### config.mk
export PLATFORM = sky130hd
export DESIGN_NAME = lim_fault_stat
export DESIGN_NICKNAME = d
export VERILOG_FILES = /design/src/rtl/lfs_pkg.sv /design/src/rtl/lfs_win_cmp.sv /design/src/rtl/lfs_cond_reg.sv /design/src/rtl/lfs_sticky.sv /design/src/rtl/lim_fault_stat.sv
export SDC_FILE = /design/constraint.sdc
export NUM_CORES = 1
export LEC_CHECK = 0
export CAP_MARGIN = 20
export CORE_UTILIZATION = 41
export DETAILED_ROUTE_END_ITERATION = 8
export PLACE_DENSITY = 0.82
export SYNTH_ARGS = -nofsm -noshare
export SYNTH_HDL_FRONTEND = slang
export SYNTH_SLANG_ARGS = --single-unit
### constraint.sdc
create_clock -name clk_i -period 0.8 [get_ports clk_i]
set_clock_uncertainty 0.2 [all_clocks]
set_input_delay 0.12 -clock clk_i [delete_from_list [all_inputs] [get_ports clk_i]]
set_output_delay 0.12 -clock clk_i [all_outputs]
set_load 0.05 [all_outputs]
### src/rtl/lfs_pkg.sv
package lfs_pkg;

  localparam int unsigned LFS_NCH     = 7;
  localparam int unsigned LFS_SW      = LFS_NCH + 1;
  localparam int unsigned LFS_ERR_BIT = LFS_NCH;
  localparam int unsigned LFS_Z1_BIT  = 4;
  localparam int unsigned LFS_Z3_BIT  = 6;

  typedef logic [LFS_SW-1:0] lfs_stat_t;

  // place the live (level) fault inputs onto their status positions
  function automatic lfs_stat_t lfs_live_map(input logic [1:0] diode, input logic err);
    lfs_stat_t m;
    m = '0;
    m[LFS_Z1_BIT]  = diode[0];
    m[LFS_Z3_BIT]  = diode[1];
    m[LFS_ERR_BIT] = err;
    return m;
  endfunction

endpackage

### src/rtl/lfs_win_cmp.sv
module lfs_win_cmp #(
  parameter int unsigned DW = 8
) (
  input  logic [DW-1:0] val_i,
  input  logic [DW-1:0] lo_i,
  input  logic [DW-1:0] hi_i,
  output logic          flt_o
);

  logic below_or_at;
  logic above;

  always_comb begin
    below_or_at = (val_i <= lo_i);
    above       = (val_i > hi_i);
    flt_o       = below_or_at | above;
  end

endmodule

### src/rtl/lfs_cond_reg.sv
module lfs_cond_reg #(
  parameter int unsigned W = 7
) (
  input  logic         clk_i,
  input  logic         rst_ni,
  input  logic         en_i,
  input  logic [W-1:0] d_i,
  output logic [W-1:0] q_o
);

  logic [W-1:0] cond_q;
  logic [W-1:0] cond_d;

  always_comb begin
    cond_d = cond_q;
    if (en_i) cond_d = d_i;
  end

  always_ff @(posedge clk_i or negedge rst_ni) begin
    if (!rst_ni) cond_q <= '0;
    else         cond_q <= cond_d;
  end

  assign q_o = cond_q;

  // without a strobe the remembered comparison result does not move
  a_r2_hold_without_strobe: assert property (@(posedge clk_i) disable iff (!rst_ni)
    !en_i |=> $stable(cond_q));

endmodule

### src/rtl/lfs_sticky.sv
module lfs_sticky #(
  parameter int unsigned W = 8
) (
  input  logic         clk_i,
  input  logic         rst_ni,
  input  logic [W-1:0] set_i,
  input  logic [W-1:0] pres_i,
  input  logic         rd_i,
  output logic [W-1:0] q_o
);

  logic [W-1:0] stat_q;
  logic [W-1:0] stat_d;
  logic [W-1:0] keep;

  always_comb begin
    keep   = rd_i ? (stat_q & pres_i) : stat_q;
    stat_d = keep | set_i;
  end

  always_ff @(posedge clk_i or negedge rst_ni) begin
    if (!rst_ni) stat_q <= '0;
    else         stat_q <= stat_d;
  end

  assign q_o = stat_q;

  for (genvar b = 0; b < W; b++) begin : g_chk
    // no read, no loss
    a_r6_sticky: assert property (@(posedge clk_i) disable iff (!rst_ni)
      (stat_q[b] && !rd_i) |=> stat_q[b]);
    // read with the fault gone and nothing new clears the bit
    a_r7_clear_on_read: assert property (@(posedge clk_i) disable iff (!rst_ni)
      (rd_i && !pres_i[b] && !set_i[b]) |=> !stat_q[b]);
    // read with the fault still there keeps the bit
    a_r8_persist_kept: assert property (@(posedge clk_i) disable iff (!rst_ni)
      (rd_i && stat_q[b] && pres_i[b]) |=> stat_q[b]);
    // set wins over clear
    a_r9_set_beats_read: assert property (@(posedge clk_i) disable iff (!rst_ni)
      (rd_i && set_i[b]) |=> stat_q[b]);
    // a bit rises only through a set request
    a_r6_no_spurious_set: assert property (@(posedge clk_i) disable iff (!rst_ni)
      (!stat_q[b] && !set_i[b]) |=> !stat_q[b]);
  end

endmodule

### src/rtl/lim_fault_stat.sv
module lim_fault_stat
  import lfs_pkg::*;
#(
  parameter int unsigned DW = 8,
  localparam int unsigned NCH = LFS_NCH,
  localparam int unsigned SW  = LFS_SW
) (
  input  logic              clk_i,
  input  logic              rst_ni,
  input  logic              meas_vld_i,
  input  logic [NCH*DW-1:0] meas_val_i,
  input  logic [NCH*DW-1:0] lim_lo_i,
  input  logic [NCH*DW-1:0] lim_hi_i,
  input  logic [1:0]        diode_flt_i,
  input  logic              sec_err_i,
  input  logic              stat_rd_i,
  output logic [SW-1:0]     stat_o
);

  // reset: asserted asynchronously, released on the clock
  logic [1:0] rst_sync_q;
  logic       rst_int_n;

  always_ff @(posedge clk_i or negedge rst_ni) begin
    if (!rst_ni) rst_sync_q <= 2'b00;
    else         rst_sync_q <= {rst_sync_q[0], 1'b1};
  end
  assign rst_int_n = rst_sync_q[1];

  // per-channel window comparison
  logic [NCH-1:0] cmp_flt;

  for (genvar k = 0; k < NCH; k++) begin : g_ch
    lfs_win_cmp #(.DW(DW)) u_cmp (
      .val_i (meas_val_i[k*DW +: DW]),
      .lo_i  (lim_lo_i[k*DW +: DW]),
      .hi_i  (lim_hi_i[k*DW +: DW]),
      .flt_o (cmp_flt[k])
    );
  end

  // latest strobed comparison result
  logic [NCH-1:0] cond_q;

  lfs_cond_reg #(.W(NCH)) u_cond (
    .clk_i  (clk_i),
    .rst_ni (rst_int_n),
    .en_i   (meas_vld_i),
    .d_i    (cmp_flt),
    .q_o    (cond_q)
  );

  // set and present vectors
  lfs_stat_t live;
  lfs_stat_t set_vec;
  lfs_stat_t pres_vec;

  always_comb begin
    live     = lfs_live_map(diode_flt_i, sec_err_i);
    set_vec  = live;
    pres_vec = live;
    if (meas_vld_i) set_vec[NCH-1:0] = set_vec[NCH-1:0] | cmp_flt;
    pres_vec[NCH-1:0] = pres_vec[NCH-1:0] | cond_q;
  end

  lfs_sticky #(.W(SW)) u_stat (
    .clk_i  (clk_i),
    .rst_ni (rst_int_n),
    .set_i  (set_vec),
    .pres_i (pres_vec),
    .rd_i   (stat_rd_i),
    .q_o    (stat_o)
  );

  // a strobed fault on channel k appears on bit k
  for (genvar k = 0; k < NCH; k++) begin : g_a
    a_r1_fault_sets_bit: assert property (@(posedge clk_i) disable iff (!rst_int_n)
      (meas_vld_i && cmp_flt[k]) |=> stat_o[k]);
  end

  // diode faults reach the zone bits
  a_r4_zone1_diode: assert property (@(posedge clk_i) disable iff (!rst_int_n)
    diode_flt_i[0] |=> stat_o[LFS_Z1_BIT]);
  a_r4_zone3_diode: assert property (@(posedge clk_i) disable iff (!rst_int_n)
    diode_flt_i[1] |=> stat_o[LFS_Z3_BIT]);

  // secondary error reaches bit 7
  a_r5_sec_err: assert property (@(posedge clk_i) disable iff (!rst_int_n)
    sec_err_i |=> stat_o[LFS_ERR_BIT]);

  // zone 2 has no live source, so without a strobe it cannot rise
  a_r2_no_strobe_no_set: assert property (@(posedge clk_i) disable iff (!rst_int_n)
    (!meas_vld_i && !stat_o[5]) |=> !stat_o[5]);

endmodule

After elaboration in Yosys (flattened, before gate mapping) --
Cells that the tools add are included. W data, S select, Z words.
Storage, ports and cells: flip-flop bits (word level) 17, bits of input ports 175, output and inout bits 8, logic and storage cells 30
Cells by class: order comparisons 14, mux-type cells 2, bitwise operators 11
Operators with widths (count):
- $gt A8 B8 Y1 | 7
- $le A8 B8 Y1 | 7
- $or A7 B7 Y7 | 2
- $and A8 B8 Y8 | 1
- $mux W8 | 1
- $or A8 B8 Y8 | 1
- $mux W7 | 1
- $or A1 B1 Y1 | 7

Logic depth before layout (Yosys ltp) --
Gate-level depths: netlist (run 1).
depth in word-level cells 5, mapped depth 8, gate-level depth less buffers 8

Hierarchy --
Synthesis (run 1) repeated with hierarchy kept, for this count alone.
Second synthesis, totals: cells, all modules 429, area total of the unflattened synthesis 3563.4 um2
Modules (own cells, without submodules):
- lfs_win_cmp | times used 7, cells an instance 54, area an instance 406.6 um2, sequential area each 0.0 um2
- lfs_sticky | times used 1, cells an instance 24, area an instance 310.3 um2, sequential area each 200.2 um2
- lfs_cond_reg | times used 1, cells an instance 15, area an instance 291.5 um2, sequential area each 175.2 um2
- lim_fault_stat | times used 1, cells an instance 12, area an instance 115.1 um2, sequential area each 50.0 um2

Worst setup path before layout (run 1) --
No wires, ideal clock.
path type in2reg, start point input port lim_hi_i[25], end point register u_cond.cond_q[3], in the netlist u_cond.q_o[3], setup time 125 ps, arrival 1427 ps, data required time 475 ps, path slack -952 ps, stages 8, path buffers 0, cell sequence inv_1 > ha_1 > nor2b_1 > o211ai_2 > a21oi_1 > a2111oi_2 > o221ai_1 > mux2_2
Between the ends: longest elaborated chain between the ends 2
RTL lines:
- start: declaration | RTL line lim_fault_stat.sv:13 | input logic [NCH*DW-1:0] lim_hi_i,
- $gt A8 B8 Y1 | RTL line lfs_win_cmp.sv:15 | above = (val_i > hi_i);
- $or A1 B1 Y1 | RTL line lfs_win_cmp.sv:16 | flt_o = below_or_at | above;
- end signal: assignment | RTL line lfs_cond_reg.sv:21 | else cond_q <= cond_d;
- end: declaration | RTL line lfs_cond_reg.sv:11 | logic [W-1:0] cond_q;
Every way passes these cells. A chain may end at the register's enable or synchronous reset.

Worst setup path after layout (run 1) --
start point input port lim_lo_i[21], end point register u_cond.cond_q[2], in the netlist u_cond.q_o[2]
Between the ends: longest elaborated chain between the ends 2
RTL lines:
- start: declaration | RTL line lim_fault_stat.sv:12 | input logic [NCH*DW-1:0] lim_lo_i,
- $le A8 B8 Y1 | RTL line lfs_win_cmp.sv:14 | below_or_at = (val_i <= lo_i);
- $or A1 B1 Y1 | RTL line lfs_win_cmp.sv:16
Every way passes these cells.

==> flow_metrics.py, run 1 <==
metrics = {
    "cts": {
        "clockBufferDepth": 2,
        "cts.sinks": 17,
        "path_clk_slew_ns": 0.08,
        "h-tree-depth": 1,
        "cts_buffers": 3,
        "clockRootBuffer": "clkbuf_8",
        "clk_latency_ns": 0.26,
        "cts_tree": "yes",
    },
    "hold_path": {
        "hold_path_class": "in -> async",
    },
    "synthesis": {
        "synth_top_cell_area_share_pct": 41.0,
        "synth_commonest_cells": "112 x ha_1, 106 x inv_1, 49 x a21oi_1",
        "ys_seq_area_share_pct": 12.4,
        "yosys_warnings": 0,
        "synth_area_leaders": "ha_1 41%, dfrtp_1 12%, inv_1 12%",
        "avgSynthCellArea_sq_um": 8.14,
        "ys_seq_elements": 17,
        "yosysMostFrequentCell": "ha_1",
        "syn_area_sq_um": 3420,
        "ys_types": 22,
        "synthesis.nets": 707,
        "synth_edf_count": 0,
        "synthArstFlopShare_pct": 100,
        "synth_cells": 420,
        "synthFlopType": "dfrtp_1",
        "synth.largest_area_cell": "ha_1",
    },
    "floorplan": {
        "rows": 32,
        "start_util_pct": 43.4,
        "io_pins": 183,
        "die_h_um": 93.3,
        "dieArea_sq_um": 8710,
        "die_width_um": 93.3,
        "core-area_sq_um": 7890,
    },
    "pwr": {
        "power_frac_comb_pct": 73.8,
        "pwr-share-clk_pct": 10.4,
        "switchingPower_uw": 2960,
        "p_seq_share_pct": 15.8,
        "p_sw_share_pct": 42.6,
        "p_int_uw": 4000,
        "vdd_drop_max_mv": 0.701,
        "power_density_nw_per_um2": 925,
        "leakage_uw": 0.00334,
    },
    "layout": {
        "final-seq-area_sq_um": 434,
        "post-route-util_pct": 95.4,
        "fill_cells": 183,
        "multi_input_area_sq_um": 4160,
        "nets": 968,
        "drive_gt1_share_pct": 61.8,
        "areaGrowthSynthToFinish_pct": 120,
    },
    "global_routing": {
        "overflow": 0,
        "track_usage_pct": 37.3,
        "antenna_found_initial": 2,
        "grt_first_pass_wirelength_mm": 24.8,
        "grt_pass1_vias": 5088,
        "grt_max_degree": 12,
    },
    "detailed_routing": {
        "ant_nets": 0,
        "drtIter0Drc": 429,
        "drt_wl_total_mm": 23.7,
        "wl_per_cell_um": 30.2,
        "avgViaCountPerCell": 6.68,
        "first_pass_iters": 6,
        "drc_errors": 0,
        "vias": 5243,
    },
    "sta": {
        "whs_ns": -0.166,
        "maxSlewHeadroom_pct": 63.1,
        "period_minus_slack_ns": 1.99,
        "setup_slack_ns": -1.19,
        "setup_violations": 23,
        "hold_violations": 2,
        "drv_slew": 0,
        "fin_crit_sh_pct": 249,
        "rsz0062_at_grt": "yes",
        "worstMarginPinSlew_ns": 0.548,
        "fmax_mhz": 502,
    },
    "place": {
        "dp_slack_ns": -1.59,
        "gp_congestion": 0.827,
        "hpwl_mm": 9.78,
        "port-buffer-count": 182,
    },
    "outcome": {
        "run_status": "complete, but fails checks",
        "violations": "hold timing, setup timing",
    },
    "worst_setup_path": {
        "arrival_ns": 2.00,
        "cpPeakStageDelay_ns": 0.48,
        "crit_slowest_cell": "clkdlybuf4s50_1",
        "critPathMaxFanout": 2,
        "start_kind": "primary input",
        "crit_type": "in -> reg",
        "end_kind": "flip-flop",
        "worstPathRequired_ns": 0.80,
        "worstPathCellList": "clkdlybuf4s50_1 -> inv_1 -> ha_1 -> a21oi_1 -> o21ai_1 -> o221ai_2 -> mux2_4",
    },
    "run": {
        "drv_cap": 0,
    },
}
power by group through the flow:
stage | clock, uW | combinational (uW) | sequential, uW
6_report | 723 | 5130 | 1100
5_1_grt | 766 | 5330 | 1100
3_3_place_gp | 0 | 3210 | 1050
3_5_place_dp | 0 | 3360 | 1060
2_1_floorplan | 0 | 1300 | 1250
4_1_cts | 691 | 3900 | 1050
state kept, by name (all words and copies together) (netlist names):
| signal | count |
|---|---|
| u_stat.q_o | 8 |
| u_cond.q_o | 7 |
| rst_sync_q | 2 |
area by class of cell:
cell class	count	share of cell area, %
Multi-Input combinational cell	296	55.3
Sequential cell	17	5.77
Timing Repair Buffer	257	30.6
Clock buffer	3	0.549
Clock inverter	1	0.0998
Inverter	106	5.85
Tap cell	102	1.70
Antenna cell	3	0.0998
cells by family after synthesis:
family / share of synthesized area, %
simple gates: 12.8
flops: 12.4
other cells: 0.110
mux: 2.31
fa+ha+maj: 41.0
compound gates: 19.6
buf+inv: 11.7
metal layers:
| layer | share of wire [%] | wire [um] | global-route usage [%] | up-vias |
|---|---|---|---|---|
| met1 | 30 | 7060 | 34.0 | 2376 |
| met5 | 0 | 0 | 0 | - |
| met4 | 13 | 3010 | 21.2 | 0 |
| met2 | 45 | 10800 | 74.6 | 589 |
| li1 | - | - | - | 2000 |
| met3 | 12 | 2890 | 8.05 | 278 |
final timing paths:
kind	end	from	cells past startpoint	slack, ns
max	u_cond.q_o[2]	lim_lo_i[21]	7	-1.19
min	rst_sync_q[0]	rst_ni	1	-0.17
max reg2reg	u_stat.q_o[5]	u_cond.q_o[5]	2	-0.70
min reg2reg	u_cond.q_o[2]	rst_sync_q[1]	1	0.04
max in group asynchronous	u_stat.q_o[4]	rst_sync_q[1]	1	0.20
min in group clk_i	rst_sync_q[1]	rst_sync_q[0]	0	0.19
worst max-delay path, delay by kind of cell:
family / cells / cell delay, ns
compound gates: 3 / 0.77
buf+inv: 2 / 0.55
mux: 1 / 0.22
fa+ha+maj: 1 / 0.33
stage by stage:
| step | instances | total power [uW] | hold WS [ns] | instance area [sq um] | TNS, ns |
|---|---|---|---|---|---|
| final | 785 | 6960 | -0.166 | 7530 | -17.68 |
| after global routing | 784 | 7200 | -0.163 | 7520 | -18.41 |
| after detailed placement | 760 | 4420 | -0.0319 | 6110 | -22.79 |
| after CTS | 775 | 5650 | -0.183 | 7130 | -15.06 |
| after floorplan | 420 | 2550 | -0.376 | 3650 | -11.62 |
| after global placement | 760 | 4260 | -0.0395 | 6110 | -22.00 |
cell usage in the layout, fill, tap and decap left out, types with 9 or more instances in the layout:
master           synthesis  final
inv_1                  106     24
nand2_1                 14      9
dlygate4sd2_1            0     64
o211ai_1                11     11
buf_6                    0     10
a21oi_1                 49     21
nor2b_4                  2      9
clkdlybuf4s50_1          0     14
clkdlybuf4s15_1          0     26
dfrtp_1                 17     10
nand4_1                 28     28
clkbuf_2                 0     22
ha_1                   112     16
buf_4                    0     68
buf_2                    0     18
buf_8                    0     11
dlymetal6s2s_1           0     11
ha_4                     0     89
a21oi_2                  0     21
inv_2                    0     75
timing repair:
item | CTS | global route
endpoints found under the setup margin | 23 | 23
gates cloned | 0 | 0
pin swaps | 110 | 71
hold endpoints to repair | 17 | 2
buffers inserted | 11 | 7
gates resized for setup | 494 | 142
Power figures use the tool's default switching activity.
==> inputs of run 2 (changes only) <==
--- a/config.mk
+++ b/config.mk
@@ -5,10 +5,10 @@
 export SDC_FILE = /design/constraint.sdc
 export NUM_CORES = 1
 export LEC_CHECK = 0
-export CAP_MARGIN = 20
-export CORE_UTILIZATION = 41
+export CAP_MARGIN = 25
+export CORE_UTILIZATION = 30
 export DETAILED_ROUTE_END_ITERATION = 8
-export PLACE_DENSITY = 0.82
+export PLACE_DENSITY = 0.62
 export SYNTH_ARGS = -nofsm -noshare
 export SYNTH_HDL_FRONTEND = slang
 export SYNTH_SLANG_ARGS = --single-unit
==> run 2 against run 1 <==
Compared with the run above:
- the flow still finishes with violations (hold timing, setup timing)
- largest cell class unchanged
- register-to-register slack better by 0.36 ns
- final cell count up 5.4%
- worst setup slack improved by 0.25 ns
- count of clock-buffer cells in the layout unchanged
- sequential share of layout area about the same
- critical path depth up 2
- clock power up 38%
==> flow_metrics.py, run 2 (synthesized netlist as in run 1, its figures left out) <==
metrics = {
    "outcome": {
        "run_status": "complete, but fails checks",
        "violations": "hold timing, setup timing",
    },
    "floorplan": {
        "die_h_um": 109,
        "io_pins": 183,
        "dieArea_sq_um": 11800,
        "rows": 38,
        "core-area_sq_um": 11000,
        "die_width_um": 109,
        "start_util_pct": 31.1,
    },
    "sta": {
        "period_minus_slack_ns": 1.75,
        "drv_slew": 0,
        "rsz0062_at_grt": "yes",
        "setup_violations": 23,
        "setup_slack_ns": -0.945,
        "fin_crit_sh_pct": 218,
        "whs_ns": -0.167,
        "fin_setup_tns_ns": -14.60,
        "hold_violations": 17,
        "fmax_mhz": 573,
    },
    "layout": {
        "final_cell_mix": "84 x ha_4, 84 x dlygate4sd2_1, 76 x inv_2",
        "post-route-util_pct": 68.8,
        "n_antenna_cell": 0,
        "nets": 975,
        "largest_reg_flops": 8,
        "areaGrowthSynthToFinish_pct": 121,
        "drive_gt1_share_pct": 55.7,
        "stdcell_area_sq_um": 7560,
    },
    "global_routing": {
        "grt_max_degree": 15,
        "track_usage_pct": 19.2,
        "overflow": 0,
        "antenna_found_initial": 0,
        "grt_pass1_vias": 4270,
        "grt_first_pass_wirelength_mm": 18.4,
    },
    "pwr": {
        "vdd_drop_max_mv": 0.450,
        "power_density_nw_per_um2": 818,
        "leakage_uw": 0.00343,
    },
    "cts": {
        "path_clk_slew_ns": 0.05,
        "clockRootBuffer": "clkbuf_16",
        "clockBufferDepth": 2,
        "clk_latency_ns": 0.25,
        "h-tree-depth": 1,
        "cts_buffers": 3,
        "cts_tree": "yes",
        "cts.sinks": 17,
    },
    "worst_setup_path": {
        "r2r_start": "u_stat.q_o[6]",
        "critPathMaxFanout": 2,
        "crit_start": "lim_hi_i[33]",
        "timing.rr.end": "u_stat.q_o[6]",
        "endpoint": "u_stat.q_o[4]",
        "start_kind": "primary input",
        "worstPathRequired_ns": 0.73,
        "arrival_ns": 1.67,
        "worstRegToRegCells": 2,
        "end_kind": "flip-flop",
        "crit_type": "in -> reg",
        "r2r_setup_slack_ns": -0.34,
    },
    "place": {
        "port-buffer-count": 182,
        "placed_cell_area_sq_um": 6270,
        "hpwl_mm": 8.99,
        "gp_congestion": 0.820,
        "dp_slack_ns": -1.64,
    },
    "detailed_routing": {
        "drt_wl_total_mm": 11.9,
        "first_pass_iters": 4,
        "drtIter0Drc": 52,
        "vias": 4018,
        "avgViaCountPerCell": 4.86,
        "drc_errors": 0,
        "ant_nets": 0,
        "wl_per_cell_um": 14.3,
    },
    "run": {
        "drv_cap": 0,
    },
    "hold_path": {
        "hold_path_class": "in -> async",
    },
}
[run 2: timing repair]
item	CTS	global route
pin swaps	103	48
endpoints found under the setup margin	23	23
buffers inserted	8	3
endpoints found under the hold margin	17	2
resized for setup	443	94
[run 2: critical path: stages]
cell,delay (ns)
buf_8,0.10
inv_6,0.04
ha_4,0.19
nor2b_4,0.12
o211ai_2,0.18
a21oi_2,0.08
a2111oi_2,0.28
o221ai_1,0.19
a221o_1,0.37
[run 2: how the worst min path moves through the flow]
stage / start / end / slack [ns] / cells after the start
4_1_cts: rst_ni / rst_sync_q[1] / -0.17 / 1
6_report: rst_ni / rst_sync_q[0] / -0.17 / 1
3_3_place_gp: rst_sync_q[1] / u_cond.q_o[3] / -0.04 / 1
3_5_place_dp: rst_sync_q[1] / u_cond.q_o[3] / -0.04 / 1
2_1_floorplan: rst_ni / rst_sync_q[0] / -0.38 / 0
5_1_grt: rst_ni / rst_sync_q[1] / -0.17 / 1
[run 2: cell type report]
type / count / area, sq um
tap: 140 / 175
multi-input combinational: 296 / 3960
timing repair buffer: 264 / 2460
sequential: 17 / 434
fill: 856 / 3430
inverter: 106 / 440
clock buffer: 3 / 75.1
clock inverter: 1 / 5.00
[run 2: metrics by stage]
stage / cells / hold slack [ns] / total power [uW]
2_1_floorplan: 420 / -0.376 / 2550
3_3_place_gp: 812 / -0.0386 / 4330
3_5_place_dp: 812 / -0.0365 / 4440
4_1_cts: 824 / -0.168 / 5940
5_1_grt: 827 / -0.171 / 6660
6_report: 827 / -0.167 / 6180
[run 2: report_power, final]
group	internal (uW)	switching, uW
Combinational	2380	1750
Clock	669	332
Sequential	988	64.6
Total	4040	2140
[run 2: metal layers]
layer / track usage [%] / wire length [um] / part of all wire (%)
met1: 21.9 / 4740 / 40
met4: 3.09 / 117 / 0.99
met2: 37.4 / 6350 / 54
met5: 0 / 0 / 0
met3: 3.05 / 645 / 5.4
